$ cat src/rtl/blit_pkg.sv
package blit_pkg;

    localparam int WORD_W = 16;
    localparam int SH_W   = $clog2(WORD_W) + 1;
    localparam int MODE_W = 3;
    localparam int ROP_W  = 4;

    localparam logic [MODE_W-1:0] MODE_VEC = 3'b010;
    localparam logic [MODE_W-1:0] MODE_BLT = 3'b100;
    localparam logic [MODE_W-1:0] MODE_NRM = 3'b111;
    localparam logic [ROP_W-1:0]  ROP_COPY = 4'h3;

    typedef logic [WORD_W-1:0] word_t;

    typedef enum logic [1:0] {
        SSEL_ONES  = 2'b00,
        SSEL_REPL  = 2'b01,
        SSEL_RSVD  = 2'b10,
        SSEL_PLANE = 2'b11
    } ssel_e;

    typedef enum logic [1:0] {
        PATH_PASS,
        PATH_VEC,
        PATH_BLT
    } path_e;

    typedef struct packed {
        logic [MODE_W-1:0] mode;
        logic [SH_W-1:0]   shift;
        ssel_e             ssel;
        logic [ROP_W-1:0]  rop;
        word_t             wmask;
    } cfg_t;

    localparam cfg_t CFG_RST = '{
        mode:  MODE_NRM,
        shift: '0,
        ssel:  SSEL_PLANE,
        rop:   ROP_COPY,
        wmask: '0
    };

    // Mode decode: unlisted codes fall back to plain access
    function automatic path_e path_of(logic [MODE_W-1:0] m);
        case (m)
            MODE_BLT: return PATH_BLT;
            MODE_VEC: return PATH_VEC;
            default:  return PATH_PASS;
        endcase
    endfunction

    // Truth-table lookup, index formed from inverted source and destination
    function automatic logic rop_bit(logic [ROP_W-1:0] rop, logic s, logic d);
        return rop[{~s, ~d}];
    endfunction

    // Shift amount reduced modulo the word width
    function automatic logic [SH_W-1:0] shift_mod(logic [SH_W-1:0] sh);
        return sh & SH_W'(WORD_W - 1);
    endfunction

    // Pick one word out of the {older, newer} pair
    function automatic word_t funnel(word_t older, word_t newer, logic [SH_W-1:0] sh);
        logic [2*WORD_W-1:0] cat;
        cat = {older, newer} >> sh;
        return cat[WORD_W-1:0];
    endfunction

endpackage

$ cat src/rtl/blit_cfg_regs.sv
module blit_cfg_regs
    import blit_pkg::*;
(
    input  logic              clk,
    input  logic              rst,
    input  logic              ctl_we,
    input  logic [MODE_W-1:0] ctl_mode,
    input  logic [SH_W-1:0]   ctl_shift,
    input  logic              rop_we,
    input  logic [ROP_W-1:0]  rop_code,
    input  logic              msk_we,
    input  word_t             msk_bits,
    input  logic              smode_we,
    input  logic [1:0]        smode_code,
    output cfg_t              cfg_q
);

    always_ff @(posedge clk) begin
        if (rst) begin
            cfg_q <= CFG_RST;
        end else begin
            if (ctl_we) begin
                cfg_q.mode  <= ctl_mode;
                cfg_q.shift <= ctl_shift;
            end
            if (rop_we) begin
                cfg_q.rop <= rop_code;
            end
            if (msk_we) begin
                cfg_q.wmask <= msk_bits;
            end
            if (smode_we) begin
                cfg_q.ssel <= ssel_e'(smode_code);
            end
        end
    end

endmodule

$ cat src/rtl/blit_src_stage.sv
module blit_src_stage
    import blit_pkg::*;
(
    input  logic            clk,
    input  logic            rst,
    input  logic            src_vld,
    input  word_t           src_word,
    input  ssel_e           ssel,
    input  logic [SH_W-1:0] shamt,
    output word_t           prev_q,
    output word_t           s_word
);

    // Held word: captured on every source read, priming reads included
    always_ff @(posedge clk) begin
        if (rst) begin
            prev_q <= '0;
        end else if (src_vld) begin
            prev_q <= src_word;
        end
    end

    always_comb begin
        case (ssel)
            SSEL_ONES: s_word = '1;
            SSEL_REPL: s_word = {WORD_W{src_word[0]}};
            default:   s_word = funnel(prev_q, src_word, shamt);
        endcase
    end

endmodule

$ cat src/rtl/blit_rop_unit.sv
module blit_rop_unit
    import blit_pkg::*;
(
    input  path_e            path,
    input  logic [ROP_W-1:0] rop,
    input  word_t            wmask,
    input  word_t            s_word,
    input  word_t            d_word,
    output word_t            res
);

    for (genvar i = 0; i < WORD_W; i++) begin : g_bit
        logic combined;
        assign combined = rop_bit(rop, s_word[i], d_word[i]);
        assign res[i]   = (path == PATH_PASS) ? s_word[i]
                        : (wmask[i] ? d_word[i] : combined);
    end

endmodule

$ cat src/rtl/blit_word_path.sv
module blit_word_path
    import blit_pkg::*;
(
    input  logic        clk,
    input  logic        rst,
    input  logic        ctl_we,
    input  logic [2:0]  ctl_mode,
    input  logic [4:0]  ctl_shift,
    input  logic        rop_we,
    input  logic [3:0]  rop_code,
    input  logic        msk_we,
    input  logic [15:0] msk_bits,
    input  logic        smode_we,
    input  logic [1:0]  smode_code,
    input  logic        src_vld,
    input  logic [15:0] src_word,
    input  logic [15:0] dst_word,
    output logic [15:0] res_word
);

    cfg_t            cfg_q;
    word_t           prev_q;
    word_t           s_word;
    path_e           path;
    logic [SH_W-1:0] shamt;

    blit_cfg_regs u_cfg (
        .clk        (clk),
        .rst        (rst),
        .ctl_we     (ctl_we),
        .ctl_mode   (ctl_mode),
        .ctl_shift  (ctl_shift),
        .rop_we     (rop_we),
        .rop_code   (rop_code),
        .msk_we     (msk_we),
        .msk_bits   (msk_bits),
        .smode_we   (smode_we),
        .smode_code (smode_code),
        .cfg_q      (cfg_q)
    );

    assign path  = path_of(cfg_q.mode);
    // Only block transfer shifts; vector and plain access force zero
    assign shamt = (path == PATH_BLT) ? shift_mod(cfg_q.shift) : '0;

    blit_src_stage u_src (
        .clk      (clk),
        .rst      (rst),
        .src_vld  (src_vld),
        .src_word (src_word),
        .ssel     (cfg_q.ssel),
        .shamt    (shamt),
        .prev_q   (prev_q),
        .s_word   (s_word)
    );

    blit_rop_unit u_rop (
        .path   (path),
        .rop    (cfg_q.rop),
        .wmask  (cfg_q.wmask),
        .s_word (s_word),
        .d_word (dst_word),
        .res    (res_word)
    );

endmodule

$ cat config.mk
export PLATFORM = sky130hd
export DESIGN_NAME = blit_word_path
export DESIGN_NICKNAME = d
export VERILOG_FILES = /design/src/rtl/blit_pkg.sv /design/src/rtl/blit_cfg_regs.sv /design/src/rtl/blit_src_stage.sv /design/src/rtl/blit_rop_unit.sv /design/src/rtl/blit_word_path.sv
export SDC_FILE = /design/constraint.sdc
export NUM_CORES = 1
export LEC_CHECK = 0
export BUFFER_PORTS_ARGS = -buffer_cell sky130_fd_sc_hd__buf_2
export CORE_ASPECT_RATIO = 0.9
export CORE_UTILIZATION = 40
export DETAILED_ROUTE_END_ITERATION = 8
export HOLD_SLACK_MARGIN = 0.15
export SYNTH_ARGS = -nofsm -noshare
export SYNTH_HDL_FRONTEND = slang
export SYNTH_HIERARCHICAL = 1
export SYNTH_SLANG_ARGS = --single-unit
$ cat constraint.sdc
create_clock -name clk -period 3.95 [get_ports clk]
set_input_delay 0.395 -clock clk [delete_from_list [all_inputs] [get_ports clk]]
set_output_delay 0.395 -clock clk [all_outputs]
set_load 0.02 [all_outputs]
==> results of run 1 <==
==> where the power goes <==
group          total [mW]  switching [mW]  internal (mW)
Combinational       0.414           0.222          0.192
Sequential          0.527          0.0443          0.482
Clock               0.451           0.195          0.256
Total                1.39           0.462          0.930
==> repair_timing <==
action,in CTS,in global routing
resized for setup,1,16
hold buffers,0,0
pin swaps,2,4
endpoints found under the setup margin,5,13
buffers inserted,1,3
==> state kept, by name, summed over array words and instances, names as in the netlist <==
register and count:
u_cfg/cfg_q 29, u_src/prev_q 16
==> layout make-up <==
type	instances	area [µm²]	area share [%]
Inverter	22	82.6	1.60
Timing Repair Buffer	96	544	10.5
Multi-Input combinational cell	395	3280	63.6
Tap cell	152	190	3.68
Sequential cell	45	903	17.5
Clock inverter	2	17.5	0.339
Clock buffer	6	139	2.69
==> cell usage in the layout (no fill, tap or decap), types with 7 or more instances in the layout <==
master / n
conb_1: 7
mux2i_1: 69
a21oi_1: 48
nor2_1: 71
buf_2: 82
nand2_1: 24
inv_1: 21
mux2_2: 12
or3b_1: 15
buf_4: 11
o21ai_0: 12
and4bb_1: 11
o21bai_1: 15
a211o_1: 8
dfxtp_1: 43
mux4_2: 28
a221o_1: 16
nor2b_1: 9
o211ai_1: 8
==> layer usage <==
metal / vias up / track usage, %
li1: 2010 / -
met1: 1976 / 30.7
met2: 140 / 34.9
met3: 17 / 2.85
met4: 0 / 5.57
met5: - / 0
==> critical path: stages (launching register included) <==
cell and delay, ps:
dfxtp_2 350, and4bb_4 520, buf_4 200, mux4_2 540, mux2i_1 160, nor2_1 60
a21oi_1 200, o21ai_0 200, and4bb_1 240, a221o_1 260, a21oi_1 180, buf_2 200
==> path summary, 6_finish.rpt <==
| check | to | slack (ps) | cells past startpoint |
|---|---|---|---|
| worst max-delay path | res_word[14] | 150 | 11 |
| worst max register to register | u_cfg/cfg_q[17] | 2830 | 2 |
| worst min register to register | u_cfg/cfg_q[25] | 510 | 2 |
| worst min-delay path | u_cfg/cfg_q[27] | 300 | 2 |
==> through the flow <==
step	hold WS, ps	utilization [%]	std cells	instance area [µm²]
detailed placement	485	45.4	706	4920
floorplan	452	-	500	4490
global route	303	47.5	718	5160
global placement	471	45.4	706	4920
CTS	298	46.9	715	5090
finish	303	47.5	718	5160
==> flow_summary.yaml, run 1 <==
global_route:
  grt_overflow_total: 0
  grt_pass1_wl_um: 19500
  grt_max_degree: 46
  grt_usage_pct: 21.6
  grt_pass1_vias: 3678
  antenna_found_initial: 0
sta:
  layout_min_cycle_time_ps: 3800
  fin_ws_ps: 146
  timing.fmax_mhz: 263
  tightest_slew_ps: 1090
  final.setup.tns_ps: 0
  hold_viol: 0
  fin_crit_sh_pct: 96.3
  relSlewSlack_pct: 27.0
  clock_skew_ps: 0
  setup_viol: 0
  drv_slew: 0
  rsz0062_at_grt: "no"
routing:
  top_layer: "met4"
  wl_met2_um: 5880
  routedWlPerCell_um: 17.4
  first_iter_violations: 266
  vias: 4143
  wl_met1_um: 5710
  first_pass_iters: 5
  wl_um: 12500
  viasPerCell: 5.77
  route.detailed.drc: 0
  antenna_left: 0
  dr_wl_met3_um: 704
floorplan:
  die_x_um: 113
  die_area_mm2: 0.0116
  fp.coreArea_mm2: 0.0109
  die_h_um: 102
  rows: 36
  ioPinCount: 85
  initial_core_util_pct: 41.1
worst_setup_path:
  cp-startpoint: "u_cfg/cfg_q[28]"
  start_kind: "register"
  crit_type: "reg2out"
  arrival_ps: 3410
  cp.required_ps: 3560
  reg2reg_from: "u_cfg/cfg_q[17]"
  setup.worst_path.end_class: "primary output"
  crit_fanout: 16
layout:
  drive_gt1_share_pct: 27.0
  nFillCells: 1050
  area_growth_pct: 15.6
  antenna_cells: 0
  fin_nets: 634
placed_design:
  pre_cts_ws_ps: 290
  place.gp.congestion: 0.932
  hpwlAfterDp_um: 9210
  numPortBuffers: 83
clocking:
  clockRootBuffer: "clkbuf_16"
  htree_levels: 2
  clk_transition_reported_paths_ps: 70
  clockBufferDepth: 2
  numCtsBuffers: 5
  clkSinkCount: 45
  worstSkewPairLatency_ps: 290
  cts_tree: "yes"
worst_hold_path:
  hold_class: "in2reg"
  min_from: "ctl_mode[0]"
power:
  finalPower_mw: 1.39
  ir_drop_mv: 0.207
  p_leak_nw: 2.20
  power_density_mw_per_mm2: 270
run_status:
  outcome: "finished clean"
synthesis:
  synthCells: 494
  avgSynthCellArea_um2: 9.04
  syn_area_mm2: 0.00447
  yosys_warnings: 6
job:
  cap_violations: 0
Power figures use the tool's default switching activity.
==> run 2: changes to the inputs <==
==> constraint.sdc (replaced) <==
create_clock -name clk -period 4.7 [get_ports clk]
set_input_delay 0.47 -clock clk [delete_from_list [all_inputs] [get_ports clk]]
set_output_delay 0.47 -clock clk [all_outputs]
set_load 0.02 [all_outputs]
==> run 2 against run 1 <==
Effect of this change: total power shrank 18%; core utilization fell by 0.76 points; non-clock buffer count shrank 3; via count increased by 0.97%; register-to-register slack gained 760 ps; cell count decreased by 0.42%; final area down 1.6%; combinational power down 17%; sequential cell count is the same; critical path type unchanged; largest power group unchanged.
==> flow_summary.yaml, run 2 (synthesized netlist as in run 1, its figures left out) <==
layout:
  nFillCells: 1099
  final_area_mm2: 0.00508
  top_regs: "u_cfg/cfg_q (29), u_src/prev_q (16)"
  area_growth_pct: 13.7
  drive_gt1_share_pct: 25.8
  layout_common_cells: "83 x buf_2, 71 x nor2_1, 70 x mux2i_1, 48 x a21oi_1, 45 x dfxtp_1"
  top_register: "u_cfg/cfg_q"
  largest_reg_flops: 29
  layout_commonest_cell: "buf_2"
  utilization_pct: 46.8
  fin_nets: 631
  antenna_cells: 0
  stdcell_count: 715
routing:
  first_pass_iters: 6
  route.detailed.drc: 0
  antenna_left: 0
  first_iter_violations: 329
  vias: 4183
  routedWlPerCell_um: 17.0
  wl_um: 12200
  viasPerCell: 5.85
placed_design:
  placedCellCount: 707
  pre_cts_ws_ps: 767
  hpwlAfterDp_um: 9240
  placed_area_mm2: 0.00493
  place.gp.congestion: 0.898
  numPortBuffers: 83
worst_setup_path:
  arrival_ps: 3780
  ff2ff_setup_slack_ps: 3590
  crit_fanout: 16
  start_kind: "register"
  reg2reg_from: "u_cfg/cfg_q[17]"
  cp.required_ps: 4230
  reg2reg_depth: 2
  setup.worst_path.end_class: "primary output"
  crit_type: "reg2out"
  cp-startpoint: "u_cfg/cfg_q[28]"
  rr_endpoint: "u_cfg/cfg_q[17]"
sta:
  clock_skew_ps: 0
  hold_viol: 0
  final.setup.tns_ps: 0
  drv_slew: 0
  layout_min_cycle_time_ps: 4250
  fin_crit_sh_pct: 90.5
  setup_viol: 0
  rsz0062_at_grt: "no"
  relSlewSlack_pct: 25.7
  timing.fmax_mhz: 235
  tightest_slew_ps: 1110
  fin_worst_hold_slack_ps: 372
  fin_ws_ps: 449
clocking:
  htree_levels: 2
  ctsHoldBuffers: 0
  worstSkewPairLatency_ps: 300
  clockBufferDepth: 2
  clkSinkCount: 45
  clockRootBuffer: "clkbuf_16"
  cts_resized: 0
  numCtsBuffers: 5
  clk_transition_reported_paths_ps: 70
  cts_tree: "yes"
  cts_setup_buffers: 0
worst_hold_path:
  hold_class: "in2reg"
  min_from: "rop_code[0]"
  hold_depth: 2
  whs_endpoint: "u_cfg/cfg_q[16]"
job:
  cap_violations: 0
floorplan:
  die_h_um: 102
  initial_core_util_pct: 41.1
  ioPinCount: 85
  die_x_um: 113
  rows: 36
  die_area_mm2: 0.0116
  fp.coreArea_mm2: 0.0109
global_route:
  grt_pass1_wl_um: 19500
  grt_max_degree: 46
  grt_pass1_vias: 3884
  antenna_found_initial: 0
  grt_usage_pct: 21.5
  grt_overflow_total: 0
power:
  power_density_mw_per_mm2: 226
  finalPower_mw: 1.15
  ir_drop_mv: 0.141
  p_leak_nw: 2.16
run_status:
  outcome: "finished clean"
## run 2: worst max path at each step
stage                    to  slack (ps)  cells past startpoint
3_5_place_dp    res_word[8]         770                     11
3_3_place_gp    res_word[8]         790                     11
4_1_cts         res_word[8]         440                     11
2_1_floorplan   res_word[0]        1330                     10
5_1_grt        res_word[14]         210                     12
6_report        res_word[8]         450                     11
## run 2: area by class of cell
| class | instances | area [µm²] | share of cell area [%] |
|---|---|---|---|
| repair buffers | 93 | 490 | 9.66 |
| inverters | 22 | 82.6 | 1.63 |
| well taps | 152 | 190 | 3.74 |
| flip-flops and latches | 45 | 901 | 17.7 |
| clock buffers | 5 | 125 | 2.46 |
| clock inverters | 3 | 22.5 | 0.443 |
| multi-input cells | 395 | 3270 | 64.3 |
## run 2: critical path, cell delays in order (launching register included)
cell and delay [ps]:
dfxtp_1 350, and4bb_2 630, buf_4 250, buf_4 160, mux2_2 370, mux4_2 480, a21oi_1 210, o221ai_1 220
nor4bb_1 200, a221o_1 280, a21oi_1 140, buf_2 190
## run 2: metal layers
metal | GRT usage [%] | vias up | part of all wire [%]
li1 | - | 2006 | -
met1 | 28.3 | 2017 | 45
met2 | 36.7 | 151 | 47
met3 | 4.03 | 9 | 7.2
met4 | 5.26 | 0 | 0.89
met5 | 0 | - | 0
## run 2: report_power, final
| part | total (mW) | internal (mW) | switching [mW] |
|---|---|---|---|
| logic | 0.344 | 0.158 | 0.186 |
| clock network | 0.362 | 0.197 | 0.165 |
| registers | 0.440 | 0.405 | 0.0354 |
==> run 3: changes to the inputs <==
--- a/config.mk
+++ b/config.mk
@@ -7,6 +7,7 @@
 export LEC_CHECK = 0
 export BUFFER_PORTS_ARGS = -buffer_cell sky130_fd_sc_hd__buf_2
 export CORE_ASPECT_RATIO = 0.9
+export CORE_MARGIN = 2
 export CORE_UTILIZATION = 40
 export DETAILED_ROUTE_END_ITERATION = 8
 export HOLD_SLACK_MARGIN = 0.15
==> run 3 against run 2 <==
Effect of this change: clock skew is the same; clock-buffer cell count rose by 1; sequential cell count stayed put; global-route usage about the same; via count rose by 0.31%; critical path depth rose by 1; die area rose by 3.8%; sequential share of layout area about the same; critical path type unchanged; largest cell class unchanged.
==> flow_summary.yaml, run 3 (synthesized netlist as in run 1, its figures left out) <==
clocking:
  clk_transition_reported_paths_ps: 70
  clockBufferDepth: 2
  clockRootBuffer: "clkbuf_16"
  cts_setup_buffers: 0
  cts_tree: "yes"
  ctsHoldBuffers: 0
  worstSkewPairLatency_ps: 290
  clkSinkCount: 45
  cts_resized: 0
  htree_levels: 2
  numCtsBuffers: 5
sta:
  tightest_slew_ps: 1090
  clock_skew_ps: 0
  fin_ws_ps: 469
  hold_viol: 0
  timing.fmax_mhz: 236
  relSlewSlack_pct: 27.2
  fin_crit_sh_pct: 90.0
  final.setup.tns_ps: 0
  layout_min_cycle_time_ps: 4230
  setup_viol: 0
  drv_slew: 0
  rsz0062_at_grt: "no"
worst_setup_path:
  crit_type: "reg2out"
  arrival_ps: 3760
  cpLargestDelayFamily: "compound AO/OA/AOI/OAI gates"
  crit_chain: "and4bb_2 -> buf_4 -> buf_4 -> mux2i_1 -> nand2_1 -> a311oi_1 -> a21oi_1 -> a211o_1 -> and4bb_1 -> a221o_1 -> a21oi_1 -> buf_2"
  max_stage_delay_ps: 510
  cp_slowest_cell: "and4bb_2"
  crit_fanout: 10
  start_kind: "register"
  worst-path-buf-inv: 3
  cp.required_ps: 4230
  setup.worst_path.end_class: "primary output"
global_route:
  grt_max_degree: 46
  grt_overflow_total: 0
  antenna_found_initial: 0
  grt_usage_pct: 21.5
  grt_pass1_wl_um: 20700
  grt_pass1_vias: 4086
routing:
  route.detailed.drc: 0
  first_iter_violations: 301
  first_pass_iters: 5
  viasPerCell: 5.88
  dr_wl_met3_um: 981
  top_layer: "met4"
  antenna_left: 0
  wl_met1_um: 5500
  wl_um: 12600
  routedWlPerCell_um: 17.7
  vias: 4196
  wl_met2_um: 5990
power:
  finalPower_mw: 1.21
  power_density_mw_per_mm2: 238
  p_leak_nw: 2.17
  ir_drop_mv: 0.129
floorplan:
  initial_core_util_pct: 41.1
  die_h_um: 104
  die_x_um: 115
  rows: 36
  die_area_mm2: 0.0120
  fp.coreArea_mm2: 0.0109
  ioPinCount: 85
layout:
  fin_nets: 629
  largest_reg_flops: 29
  utilization_pct: 46.9
  antenna_cells: 0
  drive_gt1_share_pct: 25.5
  top_regs: "u_cfg/cfg_q (29), u_src/prev_q (16)"
  area_growth_pct: 14.0
  nFillCells: 1048
  final_area_mm2: 0.00509
  layout_common_cells: "83 x buf_2, 71 x nor2_1, 70 x mux2i_1, 48 x a21oi_1, 45 x dfxtp_1"
  layout_commonest_cell: "buf_2"
  top_register: "u_cfg/cfg_q"
job:
  cap_violations: 0
run_status:
  outcome: "finished clean"
worst_hold_path:
  hold_class: "in2reg"
placed_design:
  place.gp.congestion: 0.933
  numPortBuffers: 83
  placed_area_mm2: 0.00492
  hpwlAfterDp_um: 9440
  pre_cts_ws_ps: 851
==> run 3: final timing paths <==
path	from	to	slack, ps	depth (start not counted)
worst max-delay path	u_cfg/cfg_q[27]	res_word[3]	470	12
worst min-delay path	smode_code[1]	u_cfg/cfg_q[21]	370	2
worst max register to register	u_cfg/cfg_q[17]	u_cfg/cfg_q[17]	3600	2
worst min register to register	u_cfg/cfg_q[22]	u_cfg/cfg_q[22]	510	2
==> run 3: area by class of cell <==
| cell class | instances | area, µm² | area share, % |
|---|---|---|---|
| Inverter | 22 | 82.6 | 1.62 |
| Clock buffer | 6 | 139 | 2.73 |
| Clock inverter | 2 | 37.5 | 0.737 |
| Tap cell | 152 | 190 | 3.73 |
| Multi-Input combinational cell | 395 | 3270 | 64.2 |
| Sequential cell | 45 | 901 | 17.7 |
| Timing Repair Buffer | 91 | 475 | 9.34 |
==> run 3: where the power goes <==
group / switching [mW] / internal [mW] / total, mW
registers: 0.0356 / 0.405 / 0.441
logic: 0.189 / 0.158 / 0.347
clock network: 0.161 / 0.266 / 0.427
total: 0.385 / 0.829 / 1.21
==> run 3: per-stage QoR <==
step | std cells | hold slack, ps
finish | 713 | 369
global route | 713 | 376
CTS | 713 | 366
detailed placement | 705 | 484
global placement | 705 | 469
floorplan | 500 | 452
==> run 3: worst register-to-register path, delay by kind of cell, from the launching register on <==
family,cells,cell delay [ps]
flops,1,740
compound gates,1,100
simple gates,1,210
==> run 3: routing by layer <==
| layer | GRT usage (%) | up-vias |
|---|---|---|
| li1 | - | 2001 |
| met1 | 29.2 | 2038 |
| met2 | 34.4 | 143 |
| met3 | 5.13 | 14 |
| met4 | 4.91 | 0 |
| met5 | 0 | - |
